--- src/rtl/lcdt_pkg.sv ---
package lcdt_pkg;
  localparam int HF_W     = 10;  // horizontal porch/sync fields
  localparam int PPL_W    = 7;   // width code
  localparam int UNIT_LG2 = 4;   // width unit = 16 pixels
  localparam int VP_W     = 8;   // vertical porches
  localparam int VSW_W    = 6;   // vertical sync width
  localparam int LPP_W    = 11;  // lines per frame
  localparam int HC_W     = 13;  // horizontal counter
  localparam int VC_W     = 12;  // vertical counter

  typedef struct packed {
    logic [HC_W-1:0] act_beg;
    logic [HC_W-1:0] act_end;
    logic [HC_W-1:0] sync_beg;
    logic [HC_W-1:0] total;
  } hgeom_t;

  typedef struct packed {
    logic [VC_W-1:0] act_beg;
    logic [VC_W-1:0] act_end;
    logic [VC_W-1:0] sync_beg;
    logic [VC_W-1:0] total;
  } vgeom_t;

  typedef struct packed {
    logic inv_h;
    logic inv_v;
    logic inv_p;
  } pol_t;

  function automatic hgeom_t calc_h(input logic [31:0] w0, input logic [31:0] w2);
    logic [HF_W-1:0]  bp_m1;
    logic [HF_W-1:0]  fp_m1;
    logic [HF_W-1:0]  sw_m1;
    logic [PPL_W-1:0] ppl_m1;
    logic [HC_W-1:0]  width;
    hgeom_t g;
    bp_m1  = {w2[5:4], w0[31:24]};
    fp_m1  = {w2[1:0], w0[23:16]};
    sw_m1  = {w2[30:27], w0[15:10]};
    ppl_m1 = {w0[3], w0[9:4]};
    width  = (HC_W'(ppl_m1) + HC_W'(1)) << UNIT_LG2;
    g.act_beg  = HC_W'(bp_m1) + HC_W'(1);
    g.act_end  = g.act_beg + width;
    g.sync_beg = g.act_end + HC_W'(fp_m1) + HC_W'(1);
    g.total    = g.sync_beg + HC_W'(sw_m1) + HC_W'(1);
    return g;
  endfunction

  function automatic vgeom_t calc_v(input logic [31:0] w1, input logic [31:0] w2);
    logic [VP_W-1:0]  bp;
    logic [VP_W-1:0]  fp;
    logic [VSW_W-1:0] sw_m1;
    logic [LPP_W-1:0] lpp_m1;
    vgeom_t g;
    bp     = w1[31:24];
    fp     = w1[23:16];
    sw_m1  = w1[15:10];
    lpp_m1 = {w2[26], w1[9:0]};
    g.act_beg  = VC_W'(bp);
    g.act_end  = g.act_beg + VC_W'(lpp_m1) + VC_W'(1);
    g.sync_beg = g.act_end + VC_W'(fp);
    g.total    = g.sync_beg + VC_W'(sw_m1) + VC_W'(1);
    return g;
  endfunction
endpackage

--- src/rtl/lcdt_geom_latch.sv ---
module lcdt_geom_latch
  import lcdt_pkg::*;
(
  input  logic        clk,
  input  logic        rst,
  input  logic        load,
  input  logic [31:0] tw0,
  input  logic [31:0] tw1,
  input  logic [31:0] tw2,
  input  pol_t        pol_in,
  output hgeom_t      hg,
  output vgeom_t      vg,
  output pol_t        pol
);
  logic unused_bits;
  assign unused_bits = ^{tw0[2:0], tw2[31], tw2[25:6], tw2[3:2]};

  always_ff @(posedge clk) begin
    if (rst) begin
      hg  <= '0;
      vg  <= '0;
      pol <= '0;
    end else if (load) begin
      hg  <= calc_h(tw0, tw2);
      vg  <= calc_v(tw1, tw2);
      pol <= pol_in;
    end
  end
endmodule

--- src/rtl/lcdt_axis_cnt.sv ---
module lcdt_axis_cnt #(
  parameter int W = 13
) (
  input  logic         clk,
  input  logic         rst,
  input  logic         clr,
  input  logic         step,
  input  logic [W-1:0] total,
  output logic [W-1:0] cnt,
  output logic         last
);
  assign last = (cnt == total - W'(1));

  always_ff @(posedge clk) begin
    if (rst || clr)
      cnt <= '0;
    else if (step)
      cnt <= last ? '0 : cnt + W'(1);
  end

  assert_cnt_in_range_R4: assert property (@(posedge clk) disable iff (rst)
    step |-> (cnt < total));
endmodule

--- src/rtl/lcdt_out_reg.sv ---
module lcdt_out_reg
  import lcdt_pkg::*;
#(
  parameter int HW = HC_W,
  parameter int VW = VC_W
) (
  input  logic          clk,
  input  logic          rst,
  input  logic          run,
  input  logic          ph,
  input  logic [HW-1:0] hcnt,
  input  logic [VW-1:0] vcnt,
  input  hgeom_t        hg,
  input  vgeom_t        vg,
  input  pol_t          pol,
  output logic          hs,
  output logic          vs,
  output logic          de,
  output logic          pc,
  output logic [HW-1:0] hpos,
  output logic [VW-1:0] vpos
);
  logic hs_act, vs_act, h_act, v_act;

  always_comb begin
    hs_act = (hcnt >= hg.sync_beg);
    vs_act = (vcnt >= vg.sync_beg);
    h_act  = (hcnt >= hg.act_beg) && (hcnt < hg.act_end);
    v_act  = (vcnt >= vg.act_beg) && (vcnt < vg.act_end);
  end

  always_ff @(posedge clk) begin
    if (rst) begin
      hs <= 1'b0; vs <= 1'b0; de <= 1'b0; pc <= 1'b0;
      hpos <= '0; vpos <= '0;
    end else if (run) begin
      hs   <= hs_act ^ pol.inv_h;
      vs   <= vs_act ^ pol.inv_v;
      de   <= h_act && v_act;
      pc   <= ph ^ pol.inv_p;
      hpos <= hcnt;
      vpos <= vcnt;
    end else begin
      hs   <= pol.inv_h;
      vs   <= pol.inv_v;
      de   <= 1'b0;
      pc   <= pol.inv_p;
      hpos <= '0;
      vpos <= '0;
    end
  end

  assert_de_outside_sync_R6: assert property (@(posedge clk) disable iff (rst)
    de |-> (hs == pol.inv_h));
endmodule

--- src/rtl/lcd_raster_timing.sv ---
module lcd_raster_timing
  import lcdt_pkg::*;
#(
  parameter int H_W = HC_W,
  parameter int V_W = VC_W
) (
  input  logic           clk,
  input  logic           rst,
  input  logic           enable_i,
  input  logic [31:0]    tw0_i,
  input  logic [31:0]    tw1_i,
  input  logic [31:0]    tw2_i,
  input  logic           inv_hsync_i,
  input  logic           inv_vsync_i,
  input  logic           inv_pclk_i,
  output logic           hsync_o,
  output logic           vsync_o,
  output logic           de_o,
  output logic           pclk_o,
  output logic [H_W-1:0] hpos_o,
  output logic [V_W-1:0] vpos_o,
  output logic           frame_done_o
);
  logic run_q, ph_q, done_q;
  logic start, step_px, line_end, frame_end, load;
  logic h_last, v_last;
  logic [H_W-1:0] h_cnt;
  logic [V_W-1:0] v_cnt;
  hgeom_t hg;
  vgeom_t vg;
  pol_t   pol_in, pol;

  assign pol_in    = '{inv_h: inv_hsync_i, inv_v: inv_vsync_i, inv_p: inv_pclk_i};
  assign start     = !run_q && enable_i;
  assign step_px   = run_q && ph_q;
  assign line_end  = step_px && h_last;
  assign frame_end = line_end && v_last;
  assign load      = start || frame_end;

  lcdt_geom_latch u_geom (
    .clk(clk), .rst(rst), .load(load),
    .tw0(tw0_i), .tw1(tw1_i), .tw2(tw2_i), .pol_in(pol_in),
    .hg(hg), .vg(vg), .pol(pol)
  );

  lcdt_axis_cnt #(.W(H_W)) u_hcnt (
    .clk(clk), .rst(rst), .clr(start), .step(step_px),
    .total(hg.total), .cnt(h_cnt), .last(h_last)
  );

  lcdt_axis_cnt #(.W(V_W)) u_vcnt (
    .clk(clk), .rst(rst), .clr(start), .step(line_end),
    .total(vg.total), .cnt(v_cnt), .last(v_last)
  );

  always_ff @(posedge clk) begin
    if (rst) begin
      run_q  <= 1'b0;
      ph_q   <= 1'b0;
      done_q <= 1'b0;
    end else begin
      done_q <= frame_end && !enable_i;
      if (start) begin
        run_q <= 1'b1;
        ph_q  <= 1'b0;
      end else if (run_q) begin
        ph_q <= ~ph_q;
        if (frame_end && !enable_i)
          run_q <= 1'b0;
      end else begin
        ph_q <= 1'b0;
      end
    end
  end

  assign frame_done_o = done_q;

  lcdt_out_reg #(.HW(H_W), .VW(V_W)) u_out (
    .clk(clk), .rst(rst), .run(run_q), .ph(ph_q),
    .hcnt(h_cnt), .vcnt(v_cnt), .hg(hg), .vg(vg), .pol(pol),
    .hs(hsync_o), .vs(vsync_o), .de(de_o), .pc(pclk_o),
    .hpos(hpos_o), .vpos(vpos_o)
  );

  assert_start_origin_R9: assert property (@(posedge clk) disable iff (rst)
    start |=> (run_q && !ph_q && h_cnt == '0 && v_cnt == '0));

  assert_done_single_R11: assert property (@(posedge clk) disable iff (rst)
    frame_done_o |=> !frame_done_o);

  assert_idle_after_done_R11: assert property (@(posedge clk) disable iff (rst)
    frame_done_o |=> (!de_o && hpos_o == '0 && vpos_o == '0));

  assert_vsync_at_line_edge_R5: assert property (@(posedge clk) disable iff (rst)
    (run_q && $past(run_q) && !$stable(vsync_o)) |-> (h_cnt == '0 && ph_q));
endmodule

--- config.mk ---
export PLATFORM = sky130hd
export DESIGN_NAME = lcd_raster_timing
export DESIGN_NICKNAME = d
export VERILOG_FILES = /design/src/rtl/lcdt_pkg.sv /design/src/rtl/lcdt_geom_latch.sv /design/src/rtl/lcdt_axis_cnt.sv /design/src/rtl/lcdt_out_reg.sv /design/src/rtl/lcd_raster_timing.sv
export SDC_FILE = /design/constraint.sdc
export NUM_CORES = 1
export LEC_CHECK = 0
export CAP_MARGIN = 20
export CORE_ASPECT_RATIO = 1.5
export CORE_UTILIZATION = 55
export CTS_CLUSTER_DIAMETER = 120
export DETAILED_ROUTE_END_ITERATION = 10
export GPL_ROUTABILITY_DRIVEN = 0
export PLACE_DENSITY = 0.87
export SYNTH_ARGS = -nofsm -noshare
export SYNTH_HDL_FRONTEND = slang
export SYNTH_SLANG_ARGS = --single-unit
--- constraint.sdc ---
create_clock -name clk -period 5.5 [get_ports clk]
set_clock_uncertainty 0.05 [all_clocks]
set_input_delay 1.1 -clock clk [delete_from_list [all_inputs] [get_ports clk]]
set_output_delay 1.1 -clock clk [all_outputs]
set_load 0.005 [all_outputs]
==> impl_metrics.yaml <==
cts:
  h-tree-depth: 4
  path_clk_slew_ns: 0.07
  clock-root-buffer: "clkbuf_16"
  hold_buffers: 0
  cts_made_buffers: 17
  clockBufferDepth: 2
  cts_tree: "built"
  clock-sinks: 150
  clk_latency_ns: 0.44
critical_path:
  ff2ff_setup_slack_ns: 1.53
  r2r-end: "u_geom.hg[28]"
  critPathRequiredTime_ns: 5.75
  start_kind: "input pin"
  crit_start: "tw0_i[25]"
  rr_worst_depth: 11
  r2r_start: "u_geom.vg[0]"
  cp_max_fo: 4
  cp-end-kind: "register"
  path_class: "input pin to register"
  crit_arrival_ns: 5.50
pwr:
  power_density_mw_per_mm2: 327
  p_leak_nw: 5.31
  seqPwrFrac_pct: 31.4
  p_int_mw: 2.58
  combPwrFrac_pct: 39.7
  pwr-share-clk_pct: 28.9
  vdd_drop_max_v: 0.000202
  switching_share_pct: 36.7
  switchingPower_mw: 1.50
hold_path:
  holdPathStages: 1
  worstHoldEndpoint: "ph_q"
  hp-start: "ph_q"
  hold_path.class: "register to register"
cells_and_area:
  layout_commonest_cell: "nor2_1"
  mostFrequentLayoutCells: "nor2_1 (169), dfxtp_1 (150), ha_1 (121)"
  final_util_pct: 67.5
  drive_gt1_share_pct: 7.44
  seqCellArea_mm2: 0.00300
  nNetsFinal: 1560
  diodes: 0
  areaGrowthSynthToFinish_pct: 20.8
  n_fill_cell: 1433
  multi_input_area_mm2: 0.00675
synthesis:
  synth_area_mm2: 0.0103
  synthDistinctLibCells: 71
  synth.avg_cell_area_um2: 8.58
  synth_ff_type: "dfxtp_1"
  syn-num-nets: 1432
  synth-edff-count: 0
  ys_ff_latch: 150
  yosysSeqAreaShare_pct: 29.1
  ys_top_cells_by_area: "dfxtp_1 (29%), ha_1 (15%), mux2i_1 (7.0%), nor2_1 (6.1%), xnor2_1 (5.3%)"
  synthCells: 1203
  synth_top_cell_by_area: "dfxtp_1"
  ys_async_sr_fraction_pct: 0
  synth.top_cell.area_share_pct: 29.1
  ys_warn_count: 0
grt:
  grt_max_degree: 108
  track_usage_pct: 27.3
  antenna_found_initial: 0
  grt_overflow_total: 0
  grt_pass1_vias: 9185
  grt_pass1_wl_um: 41800
detailed_routing:
  drc_errors: 0
  drt_iter0_drc: 463
  wl_per_cell_um: 16.2
  dr.pass1.iters: 5
  vias_per_cell: 5.71
  vias: 9112
  final_antenna_net_count: 0
  drt-total-wl_um: 25900
timing:
  holdWs_ns: 0.385
  fin_crit_sh_pct: 95.6
  setup_viol: 0
  period_minus_slack_ns: 5.26
  hold_viol: 0
  fmax_mhz: 190
  final_max_slew_viol_count: 0
  layout_setup_ws_ns: 0.245
  slew_headroom_pct: 46.8
  worstMarginPinSlew_ns: 0.797
floorplanning:
  ios: 132
  dieArea_mm2: 0.0193
  die_h_um: 170
  die_w_um: 114
  core-area_mm2: 0.0185
  std_cell_rows: 61
  initial_utilization_pct: 55.9
job:
  maxCapViolCount: 0
placed_design:
  portBuffers: 105
  pre_cts_slack_ns: -0.502
  dp_hpwl_um: 19400
run_status:
  status: "finished, final reports clean"
## sequential cells by signal (all words and copies together), names as in the netlist
signal        flops
u_geom.hg        46
u_out.pc          1
u_hcnt.cnt       13
u_out.de          1
u_vcnt.cnt       12
u_out.hs          1
u_out.hpos       13
frame_done_o      1
u_out.vs          1
run_q             1
u_out.vpos       12
ph_q              1
u_geom.pol        3
u_geom.vg        44
## per-stage QoR
| stage | instances | setup TNS, ns | area [um^2] | power (mW) |
|---|---|---|---|---|
| after floorplan | 1203 | 0 | 10300 | 2.39 |
| after global placement | 1563 | -0.784 | 11800 | 2.78 |
| after detailed placement | 1563 | -1.67 | 11800 | 2.86 |
| after CTS | 1595 | 0 | 12400 | 4.04 |
| after global routing | 1596 | -0.0383 | 12500 | 4.30 |
| final | 1596 | 0 | 12500 | 4.07 |
## cell usage after synthesis, types with 3 or more instances
master,count
a2111oi_0,3
xor2_1,46
clkbuf_1,26
xnor2_1,62
dfxtp_1,150
inv_1,94
buf_8,3
buf_2,5
o31ai_1,7
and4_1,3
nand3b_1,4
or2_2,5
o22ai_1,3
and3_1,20
a31oi_1,11
and2_1,29
buf_4,5
a221o_1,3
nor3_1,26
fa_1,6
mux2i_1,72
ha_1,121
nor2_1,169
o2111ai_1,3
o21ai_0,42
a21oi_1,38
nand2_1,33
a211o_1,4
a21boi_0,6
o211ai_1,3
nand2b_1,20
a211oi_1,25
nand4_1,18
nor4_1,4
o21a_1,15
buf_6,3
nor2b_1,23
nand3_1,25
a21o_1,23
## cells by family after synthesis
logic type	Yosys count	synth area share, %
and+or+nand+nor	396	19.2
AOI/OAI and AO/OA	211	13.8
DFF	150	29.1
buffers and inverters	137	5.78
adders and majority gates	127	15.8
xor gates and xnor gates	108	9.16
muxes	74	7.20
## metal layers
layer	vias to the layer above	global-route usage [%]	share of wire, %
met1	4279	26.2	38
met5	-	0	0
met3	111	3.89	3.2
met4	0	17.4	5.6
li1	4447	-	-
met2	275	53.2	54
## layout make-up
type / count / share of cell area [%]
multi-input combinational: 916 / 54.2
sequential: 150 / 24.1
timing repair buffer: 152 / 11.5
clock buffer: 17 / 3.41
inverter: 94 / 2.83
tap: 252 / 2.53
clock inverter: 15 / 1.44
## critical path: stages
cell             delay (ns)
clkdlybuf4s50_1        0.50
ha_1                   0.22
nand3_1                0.13
xnor2_2                0.17
ha_1                   0.20
inv_1                  0.06
fa_1                   0.37
buf_4                  0.15
xnor2_1                0.15
ha_1                   0.36
o21a_1                 0.14
o31a_1                 0.18
a21oi_1                0.08
ha_1                   0.22
or3_1                  0.37
o21ai_0                0.10
a21oi_1                0.09
buf_4                  0.16
a21o_1                 0.18
a21oi_1                0.22
xor2_1                 0.24
o22ai_1                0.12
## how the worst max path moves through the flow
stage / end / slack (ns) / cells past startpoint
4_1_cts: u_geom.hg[12] / 0.02 / 21
3_5_place_dp: u_geom.hg[12] / -0.50 / 22
2_1_floorplan: u_geom.hg[12] / 0.69 / 20
3_3_place_gp: u_geom.hg[12] / -0.26 / 22
5_1_grt: u_geom.hg[9] / -0.02 / 22
6_report: u_geom.hg[9] / 0.24 / 22
## repair_timing
item,4_1_cts,5_1_grt
setup endpoints to repair,3,4
resized for setup,1,7
setup buffers,0,0
## power groups by stage
stage               clock (mW)  sequential [mW]  combinational [mW]
finish                    1.18             1.28                1.62
CTS                       1.18             1.28                1.58
floorplan                    0             1.27                1.12
detailed placement           0             1.30                1.55
global placement             0             1.30                1.49
global route              1.23             1.29                1.78
No activity file was read; power rests on OpenSTA's default activity.
